`config.mk`:
```
export PLATFORM = sky130hd
export DESIGN_NAME = i2c_reg_slave
export DESIGN_NICKNAME = d
export VERILOG_FILES = /design/src/rtl/i2cs_pkg.sv /design/src/rtl/i2cs_sync.sv /design/src/rtl/i2cs_evdet.sv /design/src/rtl/i2cs_fsm.sv /design/src/rtl/i2c_reg_slave.sv
export SDC_FILE = /design/constraint.sdc
export NUM_CORES = 1
export LEC_CHECK = 0
export ABC_AREA = 1
export BUFFER_PORTS_ARGS = -buffer_cell sky130_fd_sc_hd__buf_2
export CORE_MARGIN = 2
export CORE_UTILIZATION = 50
export CTS_BUF_LIST = sky130_fd_sc_hd__clkbuf_16
export DETAILED_ROUTE_END_ITERATION = 10
export HOLD_SLACK_MARGIN = 0.02
export PLACE_DENSITY_LB_ADDON = 0.25
export SKIP_LAST_GASP = 1
export SLEW_MARGIN = 15
export SYNTH_ARGS = -nofsm -noshare
export SYNTH_HDL_FRONTEND = slang
export SYNTH_HIERARCHICAL = 1
export SYNTH_SLANG_ARGS = --single-unit
```
`constraint.sdc`:
```
create_clock -name clk -period 4.6 [get_ports clk]
set_clock_uncertainty 0.05 [all_clocks]
set_input_delay 0.46 -clock clk [delete_from_list [all_inputs] [get_ports clk]]
set_output_delay 0.46 -clock clk [all_outputs]
set_load 0.01 [all_outputs]
```
`src/rtl/i2cs_pkg.sv`:
```
package i2cs_pkg;

    localparam int BYTE_W = 8;
    localparam int CNT_W  = 4;

    typedef enum logic [3:0] {
        ST_IDLE,
        ST_ADDR,
        ST_ADDR_ACK,
        ST_SUB,
        ST_SUB_ACK,
        ST_WDATA,
        ST_WDATA_ACK,
        ST_RDATA,
        ST_RACK,
        ST_IGNORE
    } st_e;

    typedef struct packed {
        logic scl;
        logic sda;
        logic scl_rise;
        logic scl_fall;
        logic start;
        logic stop;
    } bus_ev_t;

    function automatic logic addr_hit(input logic [BYTE_W-1:0] b,
                                      input logic [6:0] dev);
        return b[BYTE_W-1:1] == dev;
    endfunction

endpackage

```
`src/rtl/i2cs_sync.sv`:
```
module i2cs_sync #(
    parameter int STAGES = 2,
    parameter int WIDTH  = 2
) (
    input  logic             clk,
    input  logic             rst_n,
    input  logic [WIDTH-1:0] d,
    output logic [WIDTH-1:0] q
);
    logic [WIDTH-1:0] stg [STAGES];

    for (genvar s = 0; s < STAGES; s++) begin : g_stage
        always_ff @(posedge clk or negedge rst_n) begin
            if (!rst_n) stg[s] <= '1;
            else if (s == 0) stg[s] <= d;
            else stg[s] <= stg[(s == 0) ? 0 : s-1];
        end
    end

    assign q = stg[STAGES-1];
endmodule

```
`src/rtl/i2cs_evdet.sv`:
```
module i2cs_evdet
    import i2cs_pkg::*;
(
    input  logic    clk,
    input  logic    rst_n,
    input  logic    scl_s,
    input  logic    sda_s,
    output bus_ev_t ev
);
    logic scl_q, sda_q;

    always_ff @(posedge clk or negedge rst_n) begin
        if (!rst_n) begin
            scl_q <= 1'b1;
            sda_q <= 1'b1;
        end else begin
            scl_q <= scl_s;
            sda_q <= sda_s;
        end
    end

    always_comb begin
        ev.scl      = scl_s;
        ev.sda      = sda_s;
        ev.scl_rise = scl_s & ~scl_q;
        ev.scl_fall = ~scl_s & scl_q;
        ev.start    = scl_s & scl_q & sda_q & ~sda_s;
        ev.stop     = scl_s & scl_q & ~sda_q & sda_s;
    end
endmodule

```
`src/rtl/i2cs_fsm.sv`:
```
module i2cs_fsm
    import i2cs_pkg::*;
#(
    parameter logic [6:0] DEV_ADDR = 7'h20,
    parameter int         PTR_W    = 8
) (
    input  logic              clk,
    input  logic              rst_n,
    input  bus_ev_t           ev,
    input  logic [BYTE_W-1:0] reg_rdata,
    output logic              sda_oe,
    output logic              reg_wr_en,
    output logic [PTR_W-1:0]  reg_wr_addr,
    output logic [BYTE_W-1:0] reg_wdata,
    output logic [PTR_W-1:0]  ptr
);
    localparam logic [CNT_W-1:0] FULL = CNT_W'(BYTE_W);

    st_e               st;
    logic [CNT_W-1:0]  cnt;
    logic [BYTE_W-1:0] sh;
    logic [BYTE_W-1:0] tx;
    logic              rw;
    logic              mack;

    always_ff @(posedge clk or negedge rst_n) begin
        if (!rst_n) begin
            st          <= ST_IDLE;
            cnt         <= '0;
            sh          <= '0;
            tx          <= '0;
            rw          <= 1'b0;
            mack        <= 1'b0;
            sda_oe      <= 1'b0;
            reg_wr_en   <= 1'b0;
            reg_wr_addr <= '0;
            reg_wdata   <= '0;
            ptr         <= '0;
        end else begin
            reg_wr_en <= 1'b0;
            if (ev.stop) begin
                st     <= ST_IDLE;
                sda_oe <= 1'b0;
            end else if (ev.start) begin
                st     <= ST_ADDR;
                cnt    <= '0;
                sda_oe <= 1'b0;
            end else begin
                unique case (st)
                    ST_ADDR, ST_SUB, ST_WDATA: begin
                        if (ev.scl_rise && cnt < FULL) begin
                            sh  <= {sh[BYTE_W-2:0], ev.sda};
                            cnt <= cnt + 1'b1;
                        end else if (ev.scl_fall && cnt == FULL) begin
                            if (st == ST_ADDR) begin
                                if (addr_hit(sh, DEV_ADDR)) begin
                                    rw     <= sh[0];
                                    sda_oe <= 1'b1;
                                    st     <= ST_ADDR_ACK;
                                end else begin
                                    st <= ST_IGNORE;
                                end
                            end else if (st == ST_SUB) begin
                                ptr    <= sh[PTR_W-1:0];
                                sda_oe <= 1'b1;
                                st     <= ST_SUB_ACK;
                            end else begin
                                reg_wr_en   <= 1'b1;
                                reg_wr_addr <= ptr;
                                reg_wdata   <= sh;
                                ptr         <= ptr + 1'b1;
                                sda_oe      <= 1'b1;
                                st          <= ST_WDATA_ACK;
                            end
                        end
                    end
                    ST_ADDR_ACK: begin
                        if (ev.scl_fall) begin
                            cnt <= '0;
                            if (rw) begin
                                tx     <= reg_rdata;
                                sda_oe <= ~reg_rdata[BYTE_W-1];
                                st     <= ST_RDATA;
                            end else begin
                                sda_oe <= 1'b0;
                                st     <= ST_SUB;
                            end
                        end
                    end
                    ST_SUB_ACK, ST_WDATA_ACK: begin
                        if (ev.scl_fall) begin
                            sda_oe <= 1'b0;
                            cnt    <= '0;
                            st     <= ST_WDATA;
                        end
                    end
                    ST_RDATA: begin
                        if (ev.scl_rise && cnt < FULL) begin
                            cnt <= cnt + 1'b1;
                        end else if (ev.scl_fall) begin
                            if (cnt == FULL) begin
                                sda_oe <= 1'b0;
                                ptr    <= ptr + 1'b1;
                                st     <= ST_RACK;
                            end else begin
                                sda_oe <= ~tx[3'd7 - cnt[2:0]];
                            end
                        end
                    end
                    ST_RACK: begin
                        if (ev.scl_rise) begin
                            mack <= ~ev.sda;
                        end else if (ev.scl_fall) begin
                            if (mack) begin
                                tx     <= reg_rdata;
                                sda_oe <= ~reg_rdata[BYTE_W-1];
                                cnt    <= '0;
                                st     <= ST_RDATA;
                            end else begin
                                st <= ST_IGNORE;
                            end
                        end
                    end
                    default: ;
                endcase
            end
        end
    end


    ack_drive_chk: assert property (@(posedge clk) disable iff (!rst_n)
        (st == ST_ADDR_ACK || st == ST_SUB_ACK || st == ST_WDATA_ACK) |-> sda_oe);


    wr_single_pulse_chk: assert property (@(posedge clk) disable iff (!rst_n)
        reg_wr_en |=> !reg_wr_en);


    ptr_step_chk: assert property (@(posedge clk) disable iff (!rst_n)
        reg_wr_en |-> (ptr == PTR_W'(reg_wr_addr + 1'b1)));


    ignore_release_chk: assert property (@(posedge clk) disable iff (!rst_n)
        (st == ST_IGNORE) |-> !sda_oe);


    oe_scl_low_chk: assert property (@(posedge clk) disable iff (!rst_n)
        $rose(sda_oe) |-> !$past(ev.scl));


    always @(posedge clk) begin
        if (!rst_n) begin
            reset_quiet_chk: assert (!sda_oe && !reg_wr_en && ptr == '0);
        end
    end
endmodule

```
`src/rtl/i2c_reg_slave.sv`:
```
module i2c_reg_slave
    import i2cs_pkg::*;
#(
    parameter logic [6:0] DEV_ADDR    = 7'h20,
    parameter int         PTR_W       = 8,
    parameter int         SYNC_STAGES = 2
) (
    input  logic              clk,
    input  logic              rst_n,
    input  logic              scl_i,
    input  logic              sda_i,
    output logic              sda_oe,
    output logic              reg_wr_en,
    output logic [PTR_W-1:0]  reg_wr_addr,
    output logic [BYTE_W-1:0] reg_wdata,
    output logic [PTR_W-1:0]  reg_rd_addr,
    input  logic [BYTE_W-1:0] reg_rdata
);
    logic [1:0] lines_s;
    bus_ev_t    ev;

    i2cs_sync #(.STAGES(SYNC_STAGES), .WIDTH(2)) u_sync (
        .clk   (clk),
        .rst_n (rst_n),
        .d     ({scl_i, sda_i}),
        .q     (lines_s)
    );

    i2cs_evdet u_evdet (
        .clk   (clk),
        .rst_n (rst_n),
        .scl_s (lines_s[1]),
        .sda_s (lines_s[0]),
        .ev    (ev)
    );

    i2cs_fsm #(.DEV_ADDR(DEV_ADDR), .PTR_W(PTR_W)) u_fsm (
        .clk         (clk),
        .rst_n       (rst_n),
        .ev          (ev),
        .reg_rdata   (reg_rdata),
        .sda_oe      (sda_oe),
        .reg_wr_en   (reg_wr_en),
        .reg_wr_addr (reg_wr_addr),
        .reg_wdata   (reg_wdata),
        .ptr         (reg_rd_addr)
    );
endmodule

```
Yosys cells after proc, flatten, opt, wreduce, memory -nomap -nowiden
Cells that the tools add are included.
Operators by class
  add/subtract/negate cells: 3
  $lt $le $gt $ge: 2
  eq/ne operators: 37
  multiplexer cells: 63
  bitwise gates (word level): 18
  reduce and logical (&&, ||, !) cells: 19
Operators by type and width (number)
  two-way mux 8 bit: 12
  two-way mux 4 bit: 20
  one-hot mux 8 bit (2 select lines): 2
  inequality test 4 x 3 -> 1 bit, second input constant: 7
  two-way mux 1 bit: 23
  AND reduction 7 bit: 3
  one-hot mux 4 bit (5 select lines): 1
  == test 4 x 3 -> 1 bit, second input constant: 4
  inequality test 2 x 1 -> 1 bit, second input constant: 7
  inequality test 4 bit, second input constant: 3
  one-hot mux 4 bit (3 select lines): 1
  NOT 1 bit: 11
  AND reduction 11 bit: 1
  AND reduction 10 bit: 1
  AND reduction 9 bit: 1
  adder 8 x 1 -> 8 bit, second input constant: 1
  == test 4 x 2 -> 1 bit, second input constant: 2
  == test 4 bit, second input constant: 2
  inequality test 2 bit, second input constant: 4
  AND reduction 4 bit: 2
  AND reduction 8 bit: 1
  AND 1 bit: 7
  == test 7 x 6 -> 1 bit, second input constant: 1
  nonzero test 7 bit: 1
  19 further kinds: 24
Storage, ports and cells
  register bits after elaboration: 58
  output and inout port bits: 26
  word-level logic and storage cells: 157

Longest topological paths before layout
  depth after elaboration: 10
  mapped depth: 12

By module
Netlist, hierarchy kept.
Modules (own cells, without submodules)
  i2cs_fsm: instances 1, cells an instance 357, area an instance 2886.5 sq um, sequential area each 1301.2 sq um
  i2cs_sync: instances 1, cells an instance 6, area an instance 120.1 sq um, sequential area each 105.1 sq um
  i2cs_evdet: instances 1, cells an instance 15, area an instance 108.9 sq um, sequential area each 52.6 sq um

Worst setup path before layout
Ideal clock, no wire load.
  path kind: register to register
  start point: reg u_sync.stg (netlist bit u_sync/q[0])
  end point: reg u_fsm.reg_wdata[6]
  setup time: 0.119 ns
  arrival: 1.670 ns
  path slack: 2.762 ns
  stages on the path, launching flop included: 12
  clock period less this slack: 1.838 ns
  cell sequence: dfstp_2 -> buf_4 -> inv_1 -> nand2_1 -> nor2_1 -> inv_2 -> nand2_1 -> nor4_2 -> nand2_2 -> buf_6 -> nand2_1 -> o21ai_2
RTL lines
  start, declared: RTL line i2cs_sync.sv:10  | logic [WIDTH-1:0] stg [STAGES];
  start signal, assigned by index: RTL line i2cs_sync.sv:16  | else stg[s] <= stg[(s == 0) ? 0 : s-1];
  end signal, assigned: RTL line i2cs_fsm.sv:70  | reg_wdata <= sh;
  end, declared: RTL line i2cs_fsm.sv:14  | output logic [BYTE_W-1:0] reg_wdata,

==> out/metrics.cfg <==
[timing]
maxSlewViolCount=0
relSlewSlack_pct=51.84
finalSetupViolCount=0
setup_ws_ns=2.283
final.period_utilization_pct=50.37
fmax_ghz=0.4316
tns_ns=0
worst_slew_pin_slew_ns=0.7224
hold_violations=0
rsz0062_at_grt=false
fin_crit_ns=2.317

[floorplan]
core-area_um2=5956
die_area_um2=6862
die_x_um=82.84
fp-row-count=28
die_h_um=82.84
io_pins=38
start_util_pct=52.18

[setup_path]
cp_cell_sequence=inv_1 > nand2_1 > nor2_1 > inv_2 > nand2_1 > nor4_2 > nand2_2 > nand2_1 > o21ai_2
r2r-start=u_sync/q[0]
rrSetupSlack_ns=2.28
end_kind=flop
worstPathRequired_ns=4.73
slowest_stage=dfstp_2
crit_end=u_fsm/reg_wdata[2]
critPathArrivalTime_ns=2.45
r2r_end=u_fsm/reg_wdata[2]
critPathMaxStageDelay_ns=0.57
critPathKind=reg -> reg
cp_common_cell=nand2_1
crit_path_start_kind=flop
worstRegToRegCells=9
crit_start=u_sync/q[0]
worst-path-max-fanout=30

[clock_network]
post-cts-setup-buffers=0
cts_tree=built
clk_pin_slew_worst_paths_ns=0.05
cts_buffers=9
cts_resized=0
cts_hold_buf=0
cts.sinks=58
root_buffer=clkbuf_16
htreeDepth=3
ctsLongestPathBuffers=2
clock_latency_ns=0.32

[synth]
synth_nets=391
syn_area_per_cell_um2=8.244
syn-cell-area_um2=3108
syn_inst=377
ys_warn_count=6

[placement]
dpl.hpwl_um=4705
dpl_cell_area_um2=3312
port_buffers=37
pre_cts_slack_ns=2.299
routabilityCongestion=0.8881

[routing]
routedWlPerCell_um=13.14
drt_wl_total_um=6518
drtIter0Drc=138
dr.pass1.iters=4
drcViolationCount=0
vias=2538
vias_per_cell=5.117
ant_nets=0

[power_and_ir_drop]
switchingPower_mw=0.8418
p_int_mw=1.307
power.density_nw_per_um2=597.4
pwr-share-seq_pct=34.4
ir_drop_mv=0.2760
p_clk_share_pct=29.5
power_mw=2.149
p_comb_share_pct=36.1
p_sw_share_pct=39.17
p_leak_nw=1.836

[final_layout]
fin_util_pct=60.40
fin_nets=430
drive_gt1_share_pct=25.89
n_antenna_cell=0
syn2layout_area_growth_pct=15.74
final_area_um2=3597

[global_routing]
grt_max_degree=59
grt_pass1_wl_um=11430
grtUsageTotal_pct=20.39
gr-total-overflow=0
first_global_vias=2505
antenna_found_initial=0

[status]
status=complete, no violations

[job]
maxCapViolCount=0

[worst_hold_path]
hp-class=in -> reg

[worst min-delay path by stage]
stage	from	endpoint	slack, ns	cells past startpoint
finish	scl_i	u_sync/stg[3]	0.18	1
global route	sda_i	u_sync/stg[2]	0.18	1
CTS	scl_i	u_sync/stg[3]	0.18	1
detailed placement	u_sync/stg[3]	u_sync/q[1]	0.30	0
global placement	u_sync/stg[3]	u_sync/q[1]	0.30	0
floorplan	rst_n	u_fsm/cnt[0]	0.11	0
[cells in the final DEF, fill, tap and decap left out, types with 5 or more instances in the layout]
cell type and count:
buf_2 37, nand4_1 6, clkbuf_16 9, nor2_2 5
o21ai_1 9, nand2_1 106, inv_2 5, o21ai_2 22
nand3_2 7, o21ai_0 21, xor2_1 5, nand3_1 27
inv_1 37, nor2_1 29, dfstp_2 6, dfrtp_1 52
[worst max-delay path: cells and delay by family (launching register included)]
| kind | cells | cell delay [ns] |
|---|---|---|
| flip-flops | 1 | 0.57 |
| buffers and inverters | 2 | 0.17 |
| AO/OA/AOI/OAI | 1 | 0.07 |
| AND/OR/NAND/NOR | 6 | 1.32 |
[metrics by stage]
stage	std cells	hold WS (ns)
3_5_place_dp	480	0.3002
3_3_place_gp	480	0.2983
4_1_cts	496	0.1819
5_1_grt	496	0.1778
2_1_floorplan	377	0.1144
6_report	496	0.1849
[state kept, by name, summed over array words and instances, names as in the netlist, 2 cells and up]
| register | cells |
|---|---|
| u_fsm/reg_wr_addr | 8 |
| u_sync/stg | 2 |
| u_fsm/reg_wdata | 8 |
| u_fsm/tx | 8 |
| u_fsm/cnt | 4 |
| u_fsm/st | 4 |
| u_fsm/ptr | 8 |
| u_fsm/sh | 8 |
| u_sync/q | 2 |
[area by class of cell]
cell class / instances / area (um^2)
fillers: 548 / 2359
flip-flops and latches: 58 / 1459
multi-input cells: 264 / 1388
clock buffers: 9 / 225.2
repair buffers: 38 / 192.7
inverters: 45 / 178.9
well taps: 75 / 93.84
clock inverters: 7 / 60.06
[per-layer routing]
metal | GRT usage, % | wire (um)
met3 | 5.268 | 279
met2 | 32.33 | 3107
met1 | 27.34 | 3029
met5 | 0 | 0
met4 | 6.855 | 101
[power groups by stage]
| stage | sequential [mW] | combinational, mW | clock, mW |
|---|---|---|---|
| 3_5_place_dp | 0.742 | 0.775 | 0 |
| 3_3_place_gp | 0.742 | 0.760 | 0 |
| 6_report | 0.738 | 0.776 | 0.635 |
| 4_1_cts | 0.737 | 0.779 | 0.643 |
| 2_1_floorplan | 0.724 | 0.611 | 0 |
| 5_1_grt | 0.754 | 0.878 | 0.674 |
Note: power is estimated with default switching activity, not from simulation.
